==> config.mk <==
export PLATFORM = sky130hd
export DESIGN_NAME = lsm_addr_seq
export DESIGN_NICKNAME = d
export VERILOG_FILES = /design/src/rtl/lsm_seq_pkg.sv /design/src/rtl/lsm_seq_ctrl.sv /design/src/rtl/lsm_seq_dpath.sv /design/src/rtl/lsm_addr_seq.sv
export SDC_FILE = /design/constraint.sdc
export NUM_CORES = 1
export LEC_CHECK = 0
export ABC_AREA = 1
export BUFFER_PORTS_ARGS = -buffer_cell sky130_fd_sc_hd__buf_4
export CAP_MARGIN = 25
export CORE_ASPECT_RATIO = 1.4
export CORE_MARGIN = 3
export CORE_UTILIZATION = 50
export DETAILED_ROUTE_END_ITERATION = 8
export PLACE_DENSITY = 0.79
export REMOVE_ABC_BUFFERS = 1
export SLEW_MARGIN = 20
export SYNTH_ARGS = -nofsm -noshare
export SYNTH_HDL_FRONTEND = slang
export SYNTH_SLANG_ARGS = --single-unit
export TNS_END_PERCENT = 5
==> constraint.sdc <==
create_clock -name clk -period 5.71 [get_ports clk]
set_input_delay 0.571 -clock clk [delete_from_list [all_inputs] [get_ports clk]]
set_output_delay 0.571 -clock clk [all_outputs]
set_load 0.01 [all_outputs]
==> src/rtl/lsm_seq_pkg.sv <==
package lsm_seq_pkg;

  typedef enum logic [1:0] {
    MODE_INC_AFTER  = 2'd0,
    MODE_INC_BEFORE = 2'd1,
    MODE_DEC_AFTER  = 2'd2,
    MODE_DEC_BEFORE = 2'd3
  } seqMode_t;

  typedef enum logic [1:0] {
    ST_IDLE = 2'd0,
    ST_RUN  = 2'd1,
    ST_DONE = 2'd2
  } seqState_t;

  // control -> datapath strobes
  typedef struct packed {
    logic load;
    logic advance;
  } seqStrobe_t;

  // datapath -> control status
  typedef struct packed {
    logic inputEmpty;
    logic lastOne;
  } seqStatus_t;

endpackage

==> src/rtl/lsm_seq_ctrl.sv <==
module lsm_seq_ctrl
  import lsm_seq_pkg::*;
(
  input  logic       clk,
  input  logic       rst_n,
  input  logic       startPulse,
  input  logic       xferReady,
  input  seqStatus_t status,
  output seqStrobe_t strobe,
  output logic       xferValid,
  output logic       donePulse
);

  seqState_t state, stateNext;

  always_ff @(posedge clk) begin
    if (!rst_n) state <= ST_IDLE;
    else        state <= stateNext;
  end

  always_comb begin
    stateNext      = state;
    strobe.load    = 1'b0;
    strobe.advance = 1'b0;
    unique case (state)
      ST_IDLE: begin
        if (startPulse) begin
          strobe.load = 1'b1;
          stateNext   = status.inputEmpty ? ST_DONE : ST_RUN;
        end
      end
      ST_RUN: begin
        if (xferReady) begin
          strobe.advance = 1'b1;
          if (status.lastOne) stateNext = ST_DONE;
        end
      end
      ST_DONE: stateNext = ST_IDLE;
      default: stateNext = ST_IDLE;
    endcase
  end

  assign xferValid = (state == ST_RUN);
  assign donePulse = (state == ST_DONE);

endmodule

==> src/rtl/lsm_seq_dpath.sv <==
module lsm_seq_dpath
  import lsm_seq_pkg::*;
#(
  parameter int ADDR_W     = 32,
  parameter int LIST_W     = 16,
  parameter int WORD_BYTES = 4,
  localparam int IDX_W     = $clog2(LIST_W),
  localparam int CNT_W     = $clog2(LIST_W + 1),
  localparam int STEP_SH   = $clog2(WORD_BYTES)
) (
  input  logic              clk,
  input  logic              rst_n,
  input  seqStrobe_t        strobe,
  input  logic [ADDR_W-1:0] baseAddr,
  input  logic [LIST_W-1:0] regMask,
  input  logic [1:0]        addrMode,
  input  logic              writeBack,
  output seqStatus_t        status,
  output logic [IDX_W-1:0]  xferReg,
  output logic [ADDR_W-1:0] xferAddr,
  output logic [ADDR_W-1:0] newBase
);

  localparam logic [ADDR_W-1:0] STEP = ADDR_W'(WORD_BYTES);

  logic [LIST_W-1:0] remMask;
  logic [ADDR_W-1:0] curAddr;
  logic [ADDR_W-1:0] finalBase;

  logic [CNT_W-1:0]  regCount;
  logic [ADDR_W-1:0] span;
  logic [ADDR_W-1:0] firstAddr;
  logic [ADDR_W-1:0] baseNext;
  logic [LIST_W-1:0] remDrop;
  seqMode_t          mode;

  assign mode = seqMode_t'(addrMode);

  // population count of the incoming list
  always_comb begin
    regCount = '0;
    for (int i = 0; i < LIST_W; i++) regCount = regCount + CNT_W'(regMask[i]);
  end

  assign span = ADDR_W'(regCount) << STEP_SH;

  // lowest address of the block, then walked upward
  always_comb begin
    unique case (mode)
      MODE_INC_AFTER:  firstAddr = baseAddr;
      MODE_INC_BEFORE: firstAddr = baseAddr + STEP;
      MODE_DEC_AFTER:  firstAddr = baseAddr - span + STEP;
      MODE_DEC_BEFORE: firstAddr = baseAddr - span;
      default:         firstAddr = baseAddr;
    endcase
  end

  always_comb begin
    if (!writeBack)      baseNext = baseAddr;
    else if (addrMode[1]) baseNext = baseAddr - span;
    else                 baseNext = baseAddr + span;
  end

  // lowest set bit of the remaining list
  always_comb begin
    xferReg = '0;
    for (int i = LIST_W - 1; i >= 0; i--) begin
      if (remMask[i]) xferReg = IDX_W'(i);
    end
  end

  assign remDrop = remMask & (remMask - LIST_W'(1));

  always_ff @(posedge clk) begin
    if (!rst_n) begin
      remMask   <= '0;
      curAddr   <= '0;
      finalBase <= '0;
    end else if (strobe.load) begin
      remMask   <= regMask;
      curAddr   <= firstAddr;
      finalBase <= baseNext;
    end else if (strobe.advance) begin
      remMask   <= remDrop;
      curAddr   <= curAddr + STEP;
    end
  end

  assign status.inputEmpty = (regMask == '0);
  assign status.lastOne    = (remDrop == '0);
  assign xferAddr          = curAddr;
  assign newBase           = finalBase;

endmodule

==> src/rtl/lsm_addr_seq.sv <==
module lsm_addr_seq
  import lsm_seq_pkg::*;
#(
  parameter int ADDR_W     = 32,
  parameter int LIST_W     = 16,
  parameter int WORD_BYTES = 4,
  localparam int IDX_W     = $clog2(LIST_W)
) (
  input  logic              clk,
  input  logic              rst_n,
  input  logic              startPulse,
  input  logic [ADDR_W-1:0] baseAddr,
  input  logic [LIST_W-1:0] regMask,
  input  logic [1:0]        addrMode,
  input  logic              writeBack,
  output logic              xferValid,
  input  logic              xferReady,
  output logic [IDX_W-1:0]  xferReg,
  output logic [ADDR_W-1:0] xferAddr,
  output logic              donePulse,
  output logic [ADDR_W-1:0] newBase
);

  seqStrobe_t strobe;
  seqStatus_t status;

  lsm_seq_ctrl ctrl_i (
    .clk        (clk),
    .rst_n      (rst_n),
    .startPulse (startPulse),
    .xferReady  (xferReady),
    .status     (status),
    .strobe     (strobe),
    .xferValid  (xferValid),
    .donePulse  (donePulse)
  );

  lsm_seq_dpath #(
    .ADDR_W     (ADDR_W),
    .LIST_W     (LIST_W),
    .WORD_BYTES (WORD_BYTES)
  ) dpath_i (
    .clk       (clk),
    .rst_n     (rst_n),
    .strobe    (strobe),
    .baseAddr  (baseAddr),
    .regMask   (regMask),
    .addrMode  (addrMode),
    .writeBack (writeBack),
    .status    (status),
    .xferReg   (xferReg),
    .xferAddr  (xferAddr),
    .newBase   (newBase)
  );

endmodule

Yosys cells after proc, flatten, opt, wreduce, memory -nomap -nowiden
Index checks and enable logic that the tools add are counted.
W data, S select, Z words.
{"block": "totals", "output_inout_bits": 70, "reg_bits": 82, "input_bits": 55}
{"block": "classes", "n_reduce_logical": 6, "n_bitwise": 1, "mux": 32, "n_eq_ne": 8, "addsub": 21}
{"cell": "$mux W32", "n": 4}
{"cell": "$pmux W32 S4", "n": 1}
{"cell": "$add A32 B3 Y32 const B", "n": 3}
{"cell": "$add A5 B1 Y5", "n": 14}
{"cell": "$mux W4", "n": 16}
{"cell": "$add A32 B7 Y32", "n": 1}
{"cell": "$logic_not A16 Y1", "n": 2}
{"cell": "$mux W16", "n": 2}
{"cell": "$sub A32 B7 Y32", "n": 1}
{"cell": "$and A16 B16 Y16", "n": 1}
{"cell": "$sub A16 B1 Y16 const B", "n": 1}
{"cell": "$mux W2", "n": 4}
{"cell": "$eq A2 B2 Y1 const B", "n": 3}
{"cell": "$eq A2 B1 Y1 const B", "n": 2}
{"cell": "$logic_not A2 Y1", "n": 2}
{"cell": "$mux W1", "n": 4}
{"cell": "$ne A2 B1 Y1 const B", "n": 2}
{"cell": "$pmux W2 S2", "n": 1}
{"cell": "$reduce_and A3 Y1", "n": 1}
{"cell": "$add A1 B1 Y2", "n": 1}
{"cell": "$ne A2 B2 Y1 const B", "n": 1}
{"cell": "$reduce_bool A2 Y1", "n": 1}

Logic depth before layout (Yosys ltp)
{"block": "logic_depth", "depth_word": 19, "depth_mapped": 38, "depth_no_buf": 37}

Hierarchy
From an unflattened synthesis, not the netlist that was laid out.
{"block": "unflattened", "cells_unflattened": 1628, "area_unflattened_um2": 9212.6}
{"module": "lsm_seq_dpath", "cells_each": 1604, "area_each_um2": 9083.7, "seq_area_each_um2": 1601.5, "n_inst": 1}
{"module": "lsm_seq_ctrl", "cells_each": 24, "area_each_um2": 128.9, "seq_area_each_um2": 40.0, "n_inst": 1}

Worst setup path before layout
OpenSTA, ideal clock, no wires.
{"block": "synth_timing", "path_kind": "input port to flip-flop", "start": "input port regMask[1]", "end": "register dpath_i.curAddr[22], in the netlist dpath_i.xferAddr[22]", "arrival_time_ns": 5.865, "slack_ns": -0.222, "cell_stages": 27, "setup_time_ns": 0.066, "path_buffers": 0, "required_ns": 5.644, "cell_sequence": "inv_1 > ha_1 > inv_1 > fa_1 > fa_1 > fa_1 > fa_1 > fa_1 > fa_1 > inv_1 > fa_1 > o21ai_1 > ha_1 > inv_1 > a21oi_1 > nand3_1 > nor2_2 > nand3_2 > nor2_2 > nand2_2 > nor2_4 > nor2_1 > nor2_1 > nand2_1 > nand2_1 > nand2_1 > a21oi_2"}
{"block": "synth_between", "elab_chain_cells": 19}
{"item": "start, declared", "line": "lsm_addr_seq.sv:13", "text": "input logic [LIST_W-1:0] regMask,"}
{"item": "$add A1 B1 Y2 *", "line": "lsm_seq_dpath.sv:42", "text": "for (int i = 0; i < LIST_W; i++) regCount = regCount + CNT_W'(regMask[i]);"}
{"item": "$add A5 B1 Y5 * (14 in a row)", "line": "lsm_seq_dpath.sv:42"}
{"item": "$sub A32 B7 Y32 *", "line": "lsm_seq_dpath.sv:52, lsm_seq_dpath.sv:53"}
{"item": "$add A32 B3 Y32", "line": "lsm_seq_dpath.sv:52", "text": "MODE_DEC_AFTER: firstAddr = baseAddr - span + STEP;"}
{"item": "$pmux W32 S4 *", "line": "lsm_seq_dpath.sv:49", "text": "unique case (mode)"}
{"item": "$mux W32 *", "line": "lsm_seq_dpath.sv:79", "text": "end else if (strobe.load) begin"}
{"item": "end signal, assigned", "line": "lsm_seq_dpath.sv:81", "text": "curAddr <= firstAddr;"}
{"item": "end signal, assigned", "line": "lsm_seq_dpath.sv:85", "text": "curAddr <= curAddr + STEP;"}
{"item": "end, declared", "line": "lsm_seq_dpath.sv:27", "text": "logic [ADDR_W-1:0] curAddr;"}
Mark *: on every way between the ends. The rest lies on a longest branch, timed or not.
A chain may end at the register's enable or synchronous reset.

Worst setup path in the final report
{"block": "layout_timing", "start": "input port regMask[1]", "end": "register dpath_i.curAddr[5], in the netlist dpath_i.xferAddr[5]"}
Same word-level chain as after synthesis.

==> impl_metrics.py <==
metrics = {
    "outcome": {
        "status": "finished, violations left",
        "failed_checks": "negative setup slack",
    },
    "final_layout": {
        "seqCellArea_um2": 1640,
        "drive_gt1_share_pct": 26.1,
        "nets": 1916,
        "final_cell_mix": "376 x nand2_1, 283 x buf_4, 191 x inv_1, 137 x nor2_1, 125 x nand3_1",
        "final_common_cell": "nand2_1",
        "finalInstanceArea_um2": 12100,
        "multiInputGateArea_um2": 6900,
        "diodes": 0,
        "nFillCells": 1773,
        "syn_to_final_growth_pct": 28.6,
    },
    "yosys": {
        "synth_seq_cells": 82,
        "synth-main-ff-cell": "dfxtp_1",
        "ys_seq_area_share_pct": 17.5,
        "synth-edff-count": 0,
        "synth-async-reset-ratio_pct": 0,
        "netlist_instances": 1613,
        "synth_cell_types": 50,
        "avgSynthCellArea_um2": 5.83,
        "syn_area_um2": 9400,
        "synth-warning-count": 0,
    },
    "clock_tree": {
        "insertion_delay_ps": 360,
        "cts_buffers": 9,
        "cts_max_level": 3,
        "clk_pin_slew_ps": 70,
        "clk_path_buf_depth": 2,
        "root_buffer": "clkbuf_16",
        "cts.sinks": 82,
        "cts_tree": "built",
    },
    "job": {
        "maxCapViolations": 0,
    },
    "global_route": {
        "antenna_found_initial": 0,
        "grt_max_degree": 53,
        "grt_pass1_wl_um": 57200,
        "grt_usage_pct": 34.9,
        "grt_pass1_vias": 11200,
        "globalRouteOverflowTotal": 0,
    },
    "route": {
        "drt_first_pass_iters": 5,
        "drtIter0Drc": 1141,
        "vias_per_cell": 5.72,
        "routed_wirelength_um": 36400,
        "drc_errors": 0,
        "wl_per_cell_um": 17.6,
        "ant_nets": 0,
        "route.vias.total": 11800,
    },
    "floorplan": {
        "die_w_um": 122,
        "die_y_um": 168,
        "die_area_um2": 20500,
        "start_util_pct": 51.6,
        "pin_count": 125,
        "core_area_um2": 18200,
        "rows": 58,
    },
    "power": {
        "p_total_mw": 3.62,
        "p_leak_nw": 5.62,
        "switching_share_pct": 45.3,
        "cellPowerDensity_nw_per_um2": 299,
        "ir_drop_mv": 0.373,
        "netSwitchingPower_mw": 1.64,
        "p_int_mw": 1.98,
        "p_seq_share_pct": 19.6,
        "p_clk_share_pct": 16.7,
        "combinationalPowerShare_pct": 63.6,
    },
    "placement": {
        "hpwl_um": 27900,
        "portBuffers": 124,
        "placed_area_um2": 11400,
        "place.gp.congestion": 1.01,
    },
    "critical_path": {
        "max_stage_delay_ps": 550,
        "required_ps": 5960,
        "arrival_ps": 6230,
        "crit_slowest_cell": "fa_1",
        "crit_type": "in -> reg",
        "start_kind": "input pin",
        "crit_fanout": 6,
        "crit_top_cell": "buf_4",
        "critPathCaptureType": "flop",
        "reg2reg_slack_ps": 3060,
    },
    "timing": {
        "finalSetupViolations": 34,
        "final.setup_skew_ps": 12.0,
        "relSlewSlack_pct": 42.2,
        "worstMarginPinSlew_ps": 866,
        "worst_slack_ps": -278,
        "rsz0062_at_grt": "true",
        "fin_crit_sh_pct": 105,
        "hold_viol": 0,
        "slew_violations": 0,
        "fmax_mhz": 167,
        "fin_crit_ps": 5990,
    },
    "min_path": {
        "hp-class": "reg -> reg",
    },
}
[worst max-delay path, delay by kind of cell]
kind	cells	cell delay, ps
compound gates	3	330
fa+ha+maj	8	3330
buf+inv	12	1140
simple gates	9	840
[metrics by stage]
stage,hold WS [ps],util (%),setup slack (ps),TNS [ps],cells
finish,465,66.3,-278,-5040,2071
global route,483,66.3,-534,-16610,2071
detailed placement,457,62.5,-829,-29930,2044
CTS,467,65.6,-190,-2370,2069
global placement,455,62.5,-734,-24290,2044
floorplan,467,-,-286,-5060,1530
[final timing paths]
| path | cells past startpoint | start | to |
|---|---|---|---|
| min reg2reg | 2 | dpath_i.newBase[0]$_SDFFE_PN0P_ | dpath_i.newBase[0]$_SDFFE_PN0P_ |
| max | 32 | regMask[1] | dpath_i.xferAddr[5]$_SDFFE_PN0P_ |
| min | 2 | dpath_i.newBase[0]$_SDFFE_PN0P_ | dpath_i.newBase[0]$_SDFFE_PN0P_ |
| max reg2reg | 13 | dpath_i.xferAddr[2]$_SDFFE_PN0P_ | dpath_i.xferAddr[28]$_SDFFE_PN0P_ |
[final cells by class]
cell class                 count  share of cell area (%)
timing repair buffer         286                    18.1
sequential                    82                    13.6
clock buffer                  12                    2.21
clock inverter                 3                   0.186
inverter                     204                    6.34
tap                          240                    2.48
multi-input combinational   1244                    57.1
[kinds of logic after synthesis]
family | synth area share (%)
buffers and inverters | 12.4
adder cells (fa/ha/maj) | 5.48
AND/OR/NAND/NOR | 42.1
XOR/XNOR | 2.89
AO/OA/AOI/OAI | 19.7
flip-flops | 17.5
[power by group through the flow]
stage | Sequential [mW] | Combinational [mW] | Clock [mW]
after floorplan | 0.733 | 1.05 | 0
after global placement | 0.719 | 2.01 | 0
after detailed placement | 0.720 | 2.04 | 0
after CTS | 0.708 | 2.20 | 0.606
after global routing | 0.719 | 2.50 | 0.638
final | 0.710 | 2.30 | 0.606
[routing by layer]
metal	share of wire, %	track usage [%]	vias to the layer above
met4	5.1	16.8	0
met2	49	60.4	557
li1	-	-	5709
met5	0	0	-
met1	39	42.7	5456
met3	6.4	3.83	116
[cell usage after synthesis, types with 3 or more instances]
cell type  count  area share (%)
o21ai_0      106             5.6
and2_1         5            0.33
o22ai_1        5            0.33
nand2_4        6            0.72
a31oi_1       16             1.1
fa_1          12             2.6
or2_2          8            0.53
nor2_4        15             1.8
nor2_2        22             1.5
a221oi_1       4            0.37
nor3_1        26             1.4
xor2_1        25             2.3
o21ai_2        3            0.28
o221ai_1       5            0.47
nand2_2       25             1.7
nand3_1      134             7.1
nor4_1        10            0.67
nand2_1      401              16
ha_1          22             2.9
buf_6          7            0.84
clkbuf_1      51             2.0
xnor2_1        6            0.56
nor3_2         3            0.32
nand3_2        7            0.75
a21oi_1      124             6.6
nor2_1       155             6.2
buf_1          7            0.28
nand3b_1       3            0.24
dfxtp_1       82              17
nand4_1       28             1.9
inv_1        197             7.9
o211ai_1      33             2.6
nor2_8         3            0.64
inv_2          6            0.24
o21ai_1       10            0.53
a21oi_2        4            0.37
buf_4          4            0.32
buf_2         14            0.75
[what timing repair did]
item / 4_1_cts / 5_1_grt
hold buffers: 0 / 0
setup endpoints to repair: 43 / 47
setup buffers: 10 / 1
gates resized for setup: 62 / 31
pin swaps: 22 / 14
[flip-flops by register name, summed over array words and instances (netlist names)]
name              flops
ctrl_i.state          2
dpath_i.newBase      32
dpath_i.remMask      16
dpath_i.xferAddr     32
Power figures use the tool's default switching activity.
